<file path="src/rtl/tsa_pkg.sv">
package tsa_pkg;
  localparam logic [7:0] OFS_STATUS   = 8'h04;
  localparam logic [7:0] OFS_MASK     = 8'h08;
  localparam logic [7:0] OFS_CTRL     = 8'h0C;
  localparam logic [7:0] OFS_ENABLE   = 8'h10;
  localparam logic [7:0] OFS_THR_BASE = 8'h14;
  localparam logic [7:0] OFS_CODE     = 8'h28;

  function automatic logic [7:0] thr_ofs(input int idx);
    return OFS_THR_BASE + 8'(idx * 4);
  endfunction
endpackage

</file>
<file path="src/rtl/tsa_cross_detect.sv">
module tsa_cross_detect #(
  parameter int CODE_W  = 12,
  parameter int NUM_THR = 3,
  localparam int EV_W   = 2 * NUM_THR
) (
  input  logic                        valid_i,
  input  logic [CODE_W-1:0]           code_prev_i,
  input  logic [CODE_W-1:0]           code_new_i,
  input  logic [NUM_THR*CODE_W-1:0]   thr_flat_i,
  output logic [EV_W-1:0]             ev_o
);
  // Per threshold: rising event in low half, falling event in high half.
  for (genvar i = 0; i < NUM_THR; i++) begin : g_thr
    logic [CODE_W-1:0] thr;
    logic              prev_hi;
    logic              new_hi;
    assign thr     = thr_flat_i[i*CODE_W +: CODE_W];
    assign prev_hi = (code_prev_i >= thr);
    assign new_hi  = (code_new_i >= thr);
    assign ev_o[i]         = valid_i && !prev_hi && new_hi;
    assign ev_o[NUM_THR+i] = valid_i && prev_hi && !new_hi;
  end
endmodule

</file>
<file path="src/rtl/tsa_regfile.sv">
module tsa_regfile
  import tsa_pkg::*;
#(
  parameter int CODE_W  = 12,
  parameter int NUM_THR = 3,
  parameter int ADDR_W  = 8,
  parameter int DATA_W  = 32,
  localparam int EV_W   = 2 * NUM_THR
) (
  input  logic                      clk,
  input  logic                      rst_n,
  input  logic                      we_i,
  input  logic [ADDR_W-1:0]         addr_i,
  input  logic [DATA_W-1:0]         wdata_i,
  input  logic                      code_vld_i,
  input  logic [CODE_W-1:0]         code_i,
  input  logic [EV_W-1:0]           ev_raw_i,
  output logic [DATA_W-1:0]         rdata_o,
  output logic [NUM_THR*CODE_W-1:0] thr_flat_o,
  output logic [CODE_W-1:0]         code_q_o,
  output logic [EV_W-1:0]           status_o,
  output logic [EV_W-1:0]           mask_o
);
  logic [EV_W-1:0]   status_q, status_d;
  logic [EV_W-1:0]   mask_q, enable_q, ctrl_q;
  logic [CODE_W-1:0] code_q;
  logic [EV_W-1:0]   ev_en;
  logic              sel_status, sel_mask, sel_ctrl, sel_enable;
  logic              status_we;
  logic [NUM_THR-1:0] sel_thr;

  assign sel_status = we_i && (addr_i == ADDR_W'(OFS_STATUS));
  assign sel_mask   = we_i && (addr_i == ADDR_W'(OFS_MASK));
  assign sel_ctrl   = we_i && (addr_i == ADDR_W'(OFS_CTRL));
  assign sel_enable = we_i && (addr_i == ADDR_W'(OFS_ENABLE));

  // Next-state for status: clear by written zeros, then new events win.
  assign ev_en = ev_raw_i & enable_q;
  always_comb begin
    status_d = status_q;
    if (sel_status) status_d = status_q & wdata_i[EV_W-1:0];
    status_d  = status_d | ev_en;
    status_we = sel_status || (|ev_en);
  end

  always_ff @(posedge clk or negedge rst_n) begin
    if (!rst_n) begin
      status_q <= '0;
      mask_q   <= '0;
      enable_q <= '0;
      ctrl_q   <= '0;
      code_q   <= '0;
    end else begin
      if (status_we)  status_q <= status_d;
      if (sel_mask)   mask_q   <= wdata_i[EV_W-1:0];
      if (sel_enable) enable_q <= wdata_i[EV_W-1:0];
      if (sel_ctrl)   ctrl_q   <= wdata_i[EV_W-1:0];
      if (code_vld_i) code_q   <= code_i;
    end
  end

  for (genvar i = 0; i < NUM_THR; i++) begin : g_thr_reg
    logic [CODE_W-1:0] thr_q;
    assign sel_thr[i] = we_i && (addr_i == ADDR_W'(thr_ofs(i)));
    always_ff @(posedge clk or negedge rst_n) begin
      if (!rst_n)          thr_q <= '0;
      else if (sel_thr[i]) thr_q <= wdata_i[CODE_W-1:0];
    end
    assign thr_flat_o[i*CODE_W +: CODE_W] = thr_q;
  end

  always_comb begin
    rdata_o = '0;
    if (addr_i == ADDR_W'(OFS_STATUS)) rdata_o = DATA_W'(status_q);
    if (addr_i == ADDR_W'(OFS_MASK))   rdata_o = DATA_W'(mask_q);
    if (addr_i == ADDR_W'(OFS_CTRL))   rdata_o = DATA_W'(ctrl_q);
    if (addr_i == ADDR_W'(OFS_ENABLE)) rdata_o = DATA_W'(enable_q);
    if (addr_i == ADDR_W'(OFS_CODE))   rdata_o = DATA_W'(code_q);
    for (int i = 0; i < NUM_THR; i++) begin
      if (addr_i == ADDR_W'(thr_ofs(i)))
        rdata_o = DATA_W'(thr_flat_o[i*CODE_W +: CODE_W]);
    end
  end

  assign code_q_o = code_q;
  assign status_o = status_q;
  assign mask_o   = mask_q;

  // strobed code is captured at the sampling edge
  a_r3_code_capture: assert property (@(posedge clk) disable iff (!rst_n)
    code_vld_i |=> (code_q == $past(code_i)));

  // without a strobe or a status write, status does not move
  a_r6_status_hold: assert property (@(posedge clk) disable iff (!rst_n)
    (!code_vld_i && !sel_status) |=> $stable(status_q));

  // a newly set status bit always had its enable bit set
  a_r7_enable_gate: assert property (@(posedge clk) disable iff (!rst_n)
    1'b1 |=> ((status_q & ~$past(status_q) & ~$past(enable_q)) == '0));

  // writing zero with no event arriving empties status
  a_r9_clear_zero: assert property (@(posedge clk) disable iff (!rst_n)
    (sel_status && (wdata_i[EV_W-1:0] == '0) && (ev_raw_i == '0)) |=> (status_q == '0));

  // every enabled event is pending afterwards, clearing write or not
  a_r10_event_wins: assert property (@(posedge clk) disable iff (!rst_n)
    (|ev_en) |=> ((status_q & $past(ev_en)) == $past(ev_en)));
endmodule

</file>
<file path="src/rtl/tsa_irq_gate.sv">
module tsa_irq_gate #(
  parameter int EV_W = 6
) (
  input  logic [EV_W-1:0] status_i,
  input  logic [EV_W-1:0] mask_i,
  output logic            irq_o
);
  assign irq_o = |(status_i & mask_i);
endmodule

</file>
<file path="src/rtl/tsense_alarm_ctrl.sv">
module tsense_alarm_ctrl #(
  parameter int CODE_W  = 12,
  parameter int NUM_THR = 3,
  parameter int ADDR_W  = 8,
  parameter int DATA_W  = 32,
  localparam int EV_W   = 2 * NUM_THR
) (
  input  logic              clk,
  input  logic              rst_n,
  input  logic              reg_we_i,
  input  logic [ADDR_W-1:0] reg_addr_i,
  input  logic [DATA_W-1:0] reg_wdata_i,
  output logic [DATA_W-1:0] reg_rdata_o,
  input  logic              code_vld_i,
  input  logic [CODE_W-1:0] code_i,
  output logic              irq_o
);
  logic [1:0]                rst_sync_q;
  logic                      rst_int_n;
  logic [NUM_THR*CODE_W-1:0] thr_flat;
  logic [CODE_W-1:0]         code_q;
  logic [EV_W-1:0]           ev_raw, status, mask;

  // Asserted asynchronously, released on a clock edge.
  always_ff @(posedge clk or negedge rst_n) begin
    if (!rst_n) rst_sync_q <= '0;
    else        rst_sync_q <= {rst_sync_q[0], 1'b1};
  end
  assign rst_int_n = rst_sync_q[1];

  tsa_cross_detect #(.CODE_W(CODE_W), .NUM_THR(NUM_THR)) u_detect (
    .valid_i     (code_vld_i),
    .code_prev_i (code_q),
    .code_new_i  (code_i),
    .thr_flat_i  (thr_flat),
    .ev_o        (ev_raw)
  );

  tsa_regfile #(.CODE_W(CODE_W), .NUM_THR(NUM_THR), .ADDR_W(ADDR_W), .DATA_W(DATA_W)) u_regs (
    .clk        (clk),
    .rst_n      (rst_int_n),
    .we_i       (reg_we_i),
    .addr_i     (reg_addr_i),
    .wdata_i    (reg_wdata_i),
    .code_vld_i (code_vld_i),
    .code_i     (code_i),
    .ev_raw_i   (ev_raw),
    .rdata_o    (reg_rdata_o),
    .thr_flat_o (thr_flat),
    .code_q_o   (code_q),
    .status_o   (status),
    .mask_o     (mask)
  );

  tsa_irq_gate #(.EV_W(EV_W)) u_irq (
    .status_i (status),
    .mask_i   (mask),
    .irq_o    (irq_o)
  );
endmodule

</file>
<file path="config.mk">
export PLATFORM = sky130hd
export DESIGN_NAME = tsense_alarm_ctrl
export DESIGN_NICKNAME = d
export VERILOG_FILES = /design/src/rtl/tsa_pkg.sv /design/src/rtl/tsa_cross_detect.sv /design/src/rtl/tsa_regfile.sv /design/src/rtl/tsa_irq_gate.sv /design/src/rtl/tsense_alarm_ctrl.sv
export SDC_FILE = /design/constraint.sdc
export NUM_CORES = 1
export LEC_CHECK = 0
export CAP_MARGIN = 10
export CORE_MARGIN = 2
export CORE_UTILIZATION = 45
export CTS_CLUSTER_SIZE = 10
export DETAILED_ROUTE_END_ITERATION = 7
export HOLD_SLACK_MARGIN = 0.08
export PLACE_DENSITY = 0.72
export SLEW_MARGIN = 20
export SYNTH_ARGS = -nofsm -noshare
export SYNTH_HDL_FRONTEND = slang
export SYNTH_HIERARCHICAL = 1
export SYNTH_SLANG_ARGS = --single-unit
</file>
<file path="constraint.sdc">
create_clock -name clk -period 2 [get_ports clk]
set_input_delay 0.2 -clock clk [delete_from_list [all_inputs] [get_ports clk]]
set_output_delay 0.2 -clock clk [all_outputs]
set_load 0.01 [all_outputs]
</file>
==> flow_metrics.py <==
metrics = {
    "clocking": {
        "cts_tree": "yes",
        "htree_levels": 3,
        "root_buffer": "clkbuf_16",
        "clkLatencyLatePin_ps": 330,
        "clock-sinks": 74,
        "cts_buffer_depth": 2,
        "clkTransAtPathRegs_ps": 50,
        "cts_buffers": 9,
    },
    "power": {
        "power.total_mw": 4.38,
        "vdd.ir_drop.worst_mv": 0.524,
        "powerDensity_nw_per_um2": 583,
        "power_leakage_nw": 3.44,
    },
    "sta": {
        "max_slew_margin": 0.620,
        "period_needed_ps": 2120,
        "fmax_mhz": 472,
        "fin_ws_ps": -117,
        "setup_violations": 6,
        "hold_violations": 0,
        "maxSlewViolCount": 0,
        "clock_skew_ps": 4.50,
        "fin_crit_sh": 1.06,
        "rsz0062_at_grt": "yes",
        "tns_ps": -410,
        "worst-slew-pin-transition_ps": 570,
    },
    "routing": {
        "drtIter0Drc": 379,
        "wl_per_cell_um": 20.0,
        "drt_first_pass_iters": 7,
        "postRouteAntennaNets": 0,
        "vias": 4857,
        "drc": 0,
        "via_per_inst": 5.94,
        "wl_um": 16300,
    },
    "global_routing": {
        "track_usage": 0.246,
        "overflow": 0,
        "grt_pass1_wl_um": 25000,
        "grt_pass1_vias": 4909,
        "antenna_found_initial": 0,
        "grt_max_degree": 26,
    },
    "finish": {
        "diodes": 0,
        "multi_input_area_um2": 3730,
        "design_area_um2": 7510,
        "seqCellArea_um2": 1860,
        "layout-drive-gt1-share": 0.425,
        "final_common_cell": "buf_4",
        "final_cell_mix": "buf_4 (94), dfrtp_1 (71), mux2_2 (66), ha_1 (59), inv_1 (31)",
        "areaGrowthSynthToFinish_pct": 38.4,
        "fill_cells": 896,
        "fin_nets": 794,
    },
    "floorplanning": {
        "die_x_um": 114,
        "rows": 40,
        "io_pins": 89,
        "fp.dieH_um": 114,
        "die_area_um2": 13000,
        "start_util": 0.456,
        "coreArea_um2": 11900,
    },
    "worst_hold_path": {
        "hp-class": "flip-flop to async pin",
    },
    "status": {
        "violations": "setup timing",
        "run_status": "finished with violations",
    },
    "placement": {
        "gp_congestion": 0.871,
        "placed_cell_area_um2": 6650,
        "port_buffers": 48,
        "dp_hpwl_um": 11700,
        "preCtsSetupSlack_ps": -893,
    },
    "yosys": {
        "synth_async_sr_flop_share": 1.00,
        "ys.flop_type": "dfrtp_1",
        "ys_seq_elements": 74,
        "ys_warn_count": 6,
        "synth-edff-count": 0,
        "synth_top_area_share": 0.341,
        "synth_area_leaders": "dfrtp_1 (34%), ha_1 (17%), mux2_2 (14%)",
        "syn_avg_cell_area_um2": 10.5,
        "synth.cell_area_um2": 5430,
        "synth_top_cell_by_area": "dfrtp_1",
        "yosysSeqAreaShare": 0.341,
        "syn_inst": 517,
        "ys_types": 56,
    },
    "worst_setup_path": {
        "reg2reg_slack_ps": -120,
        "reg2reg_to": "u_regs/status_o[0]",
        "rr_startpoint": "u_regs/g_thr_reg[0].thr_q[2]",
        "ff2ff_path_depth": 9,
        "crit_fanout": 2,
        "crit_arrival_ps": 2380,
        "crit_type": "flip-flop to flip-flop",
        "critPathLaunchType": "flip-flop",
        "endpoint_kind": "flip-flop",
        "worst_ep_required_time_ps": 2260,
    },
    "run": {
        "cap_violations": 0,
    },
}
-- layer usage --
metal / global-route usage / routed length (µm)
met1: 0.314 / 6940
met2: 0.428 / 8260
met3: 0.0356 / 669
met4: 0.0837 / 485
met5: 0 / 0
-- worst max-delay path, cell delays in order (launching register included) --
cell      delay, ps
dfrtp_1         400
inv_2            90
ha_4            200
a211o_1         280
a31oi_4         210
o221ai_4        160
a221oi_4        350
and3_1          210
nand2_1          70
nand2_1          60
-- synthesized netlist by cell type (10+ instances only) --
cell and number:
buf_2 10, nand2_1 32, a22oi_1 20, mux2_2 66, inv_1 37, o22ai_1 12
nand3_1 16, ha_1 72, a21oi_1 25, buf_4 20, dfrtp_1 74, a21o_1 15
o21ai_0 16
-- worst max-delay path by stage --
stage / from / slack, ps / to
finish: u_regs/g_thr_reg[0].thr_q[2] / -120 / u_regs/status_o[0]
global route: u_regs/g_thr_reg[0].thr_q[2] / -170 / u_regs/status_o[0]
CTS: u_regs/g_thr_reg[0].thr_q[2] / -70 / u_regs/status_o[0]
detailed placement: reg_addr_i[1] / -890 / reg_rdata_o[4]
global placement: reg_addr_i[6] / -900 / reg_rdata_o[4]
floorplan: u_regs/code_q_o[0] / 130 / u_regs/status_o[1]
-- per-stage QoR --
| step | utilization | std cells | hold slack (ps) |
|---|---|---|---|
| after floorplan | - | 536 | -95.6 |
| after global placement | 0.559 | 784 | 275 |
| after detailed placement | 0.559 | 784 | 281 |
| after CTS | 0.606 | 812 | 286 |
| after global routing | 0.631 | 817 | 308 |
| final | 0.631 | 817 | 271 |
-- power by group --
| group | internal (mW) | switching (mW) |
|---|---|---|
| Sequential | 1.60 | 0.108 |
| Clock | 0.988 | 0.569 |
| Combinational | 0.560 | 0.556 |
-- cell type report --
class                      count  area share
tap                          147      0.0245
sequential                    74       0.247
inverter                      37      0.0185
multi-input combinational    388       0.496
clock buffer                  12      0.0328
clock inverter                 3     0.00533
timing repair buffer         156       0.176
-- logic make-up after synthesis --
group                    after synthesis  share of synthesized area
multiplexers                          66                      0.137
flip-flops                            74                      0.341
adder cells (fa/ha/maj)               72                      0.166
other                                  2                    0.00138
buffers and inverters                 74                     0.0673
AO/OA/AOI/OAI                        125                      0.170
AND/OR/NAND/NOR                      104                      0.117
-- flip-flops by register name, indices dropped and copies added (netlist names) --
name	flops
u_regs/status_o	6
u_regs/enable_q	6
u_regs/code_q_o	12
rst_sync_q	2
u_regs/g_thr.thr_q	36
u_regs/mask_o	6
u_regs/ctrl_q	6
-- repair_timing --
| item | in CTS | in global routing |
|---|---|---|
| gates resized for setup | 112 | 55 |
| hold buffers | 1 | 0 |
| buffers inserted | 12 | 6 |
| endpoints found under the hold margin | 2 | 0 |
| setup endpoints to repair | 18 | 18 |
| pin swaps | 39 | 37 |
Note: power is estimated with default switching activity, not from simulation.
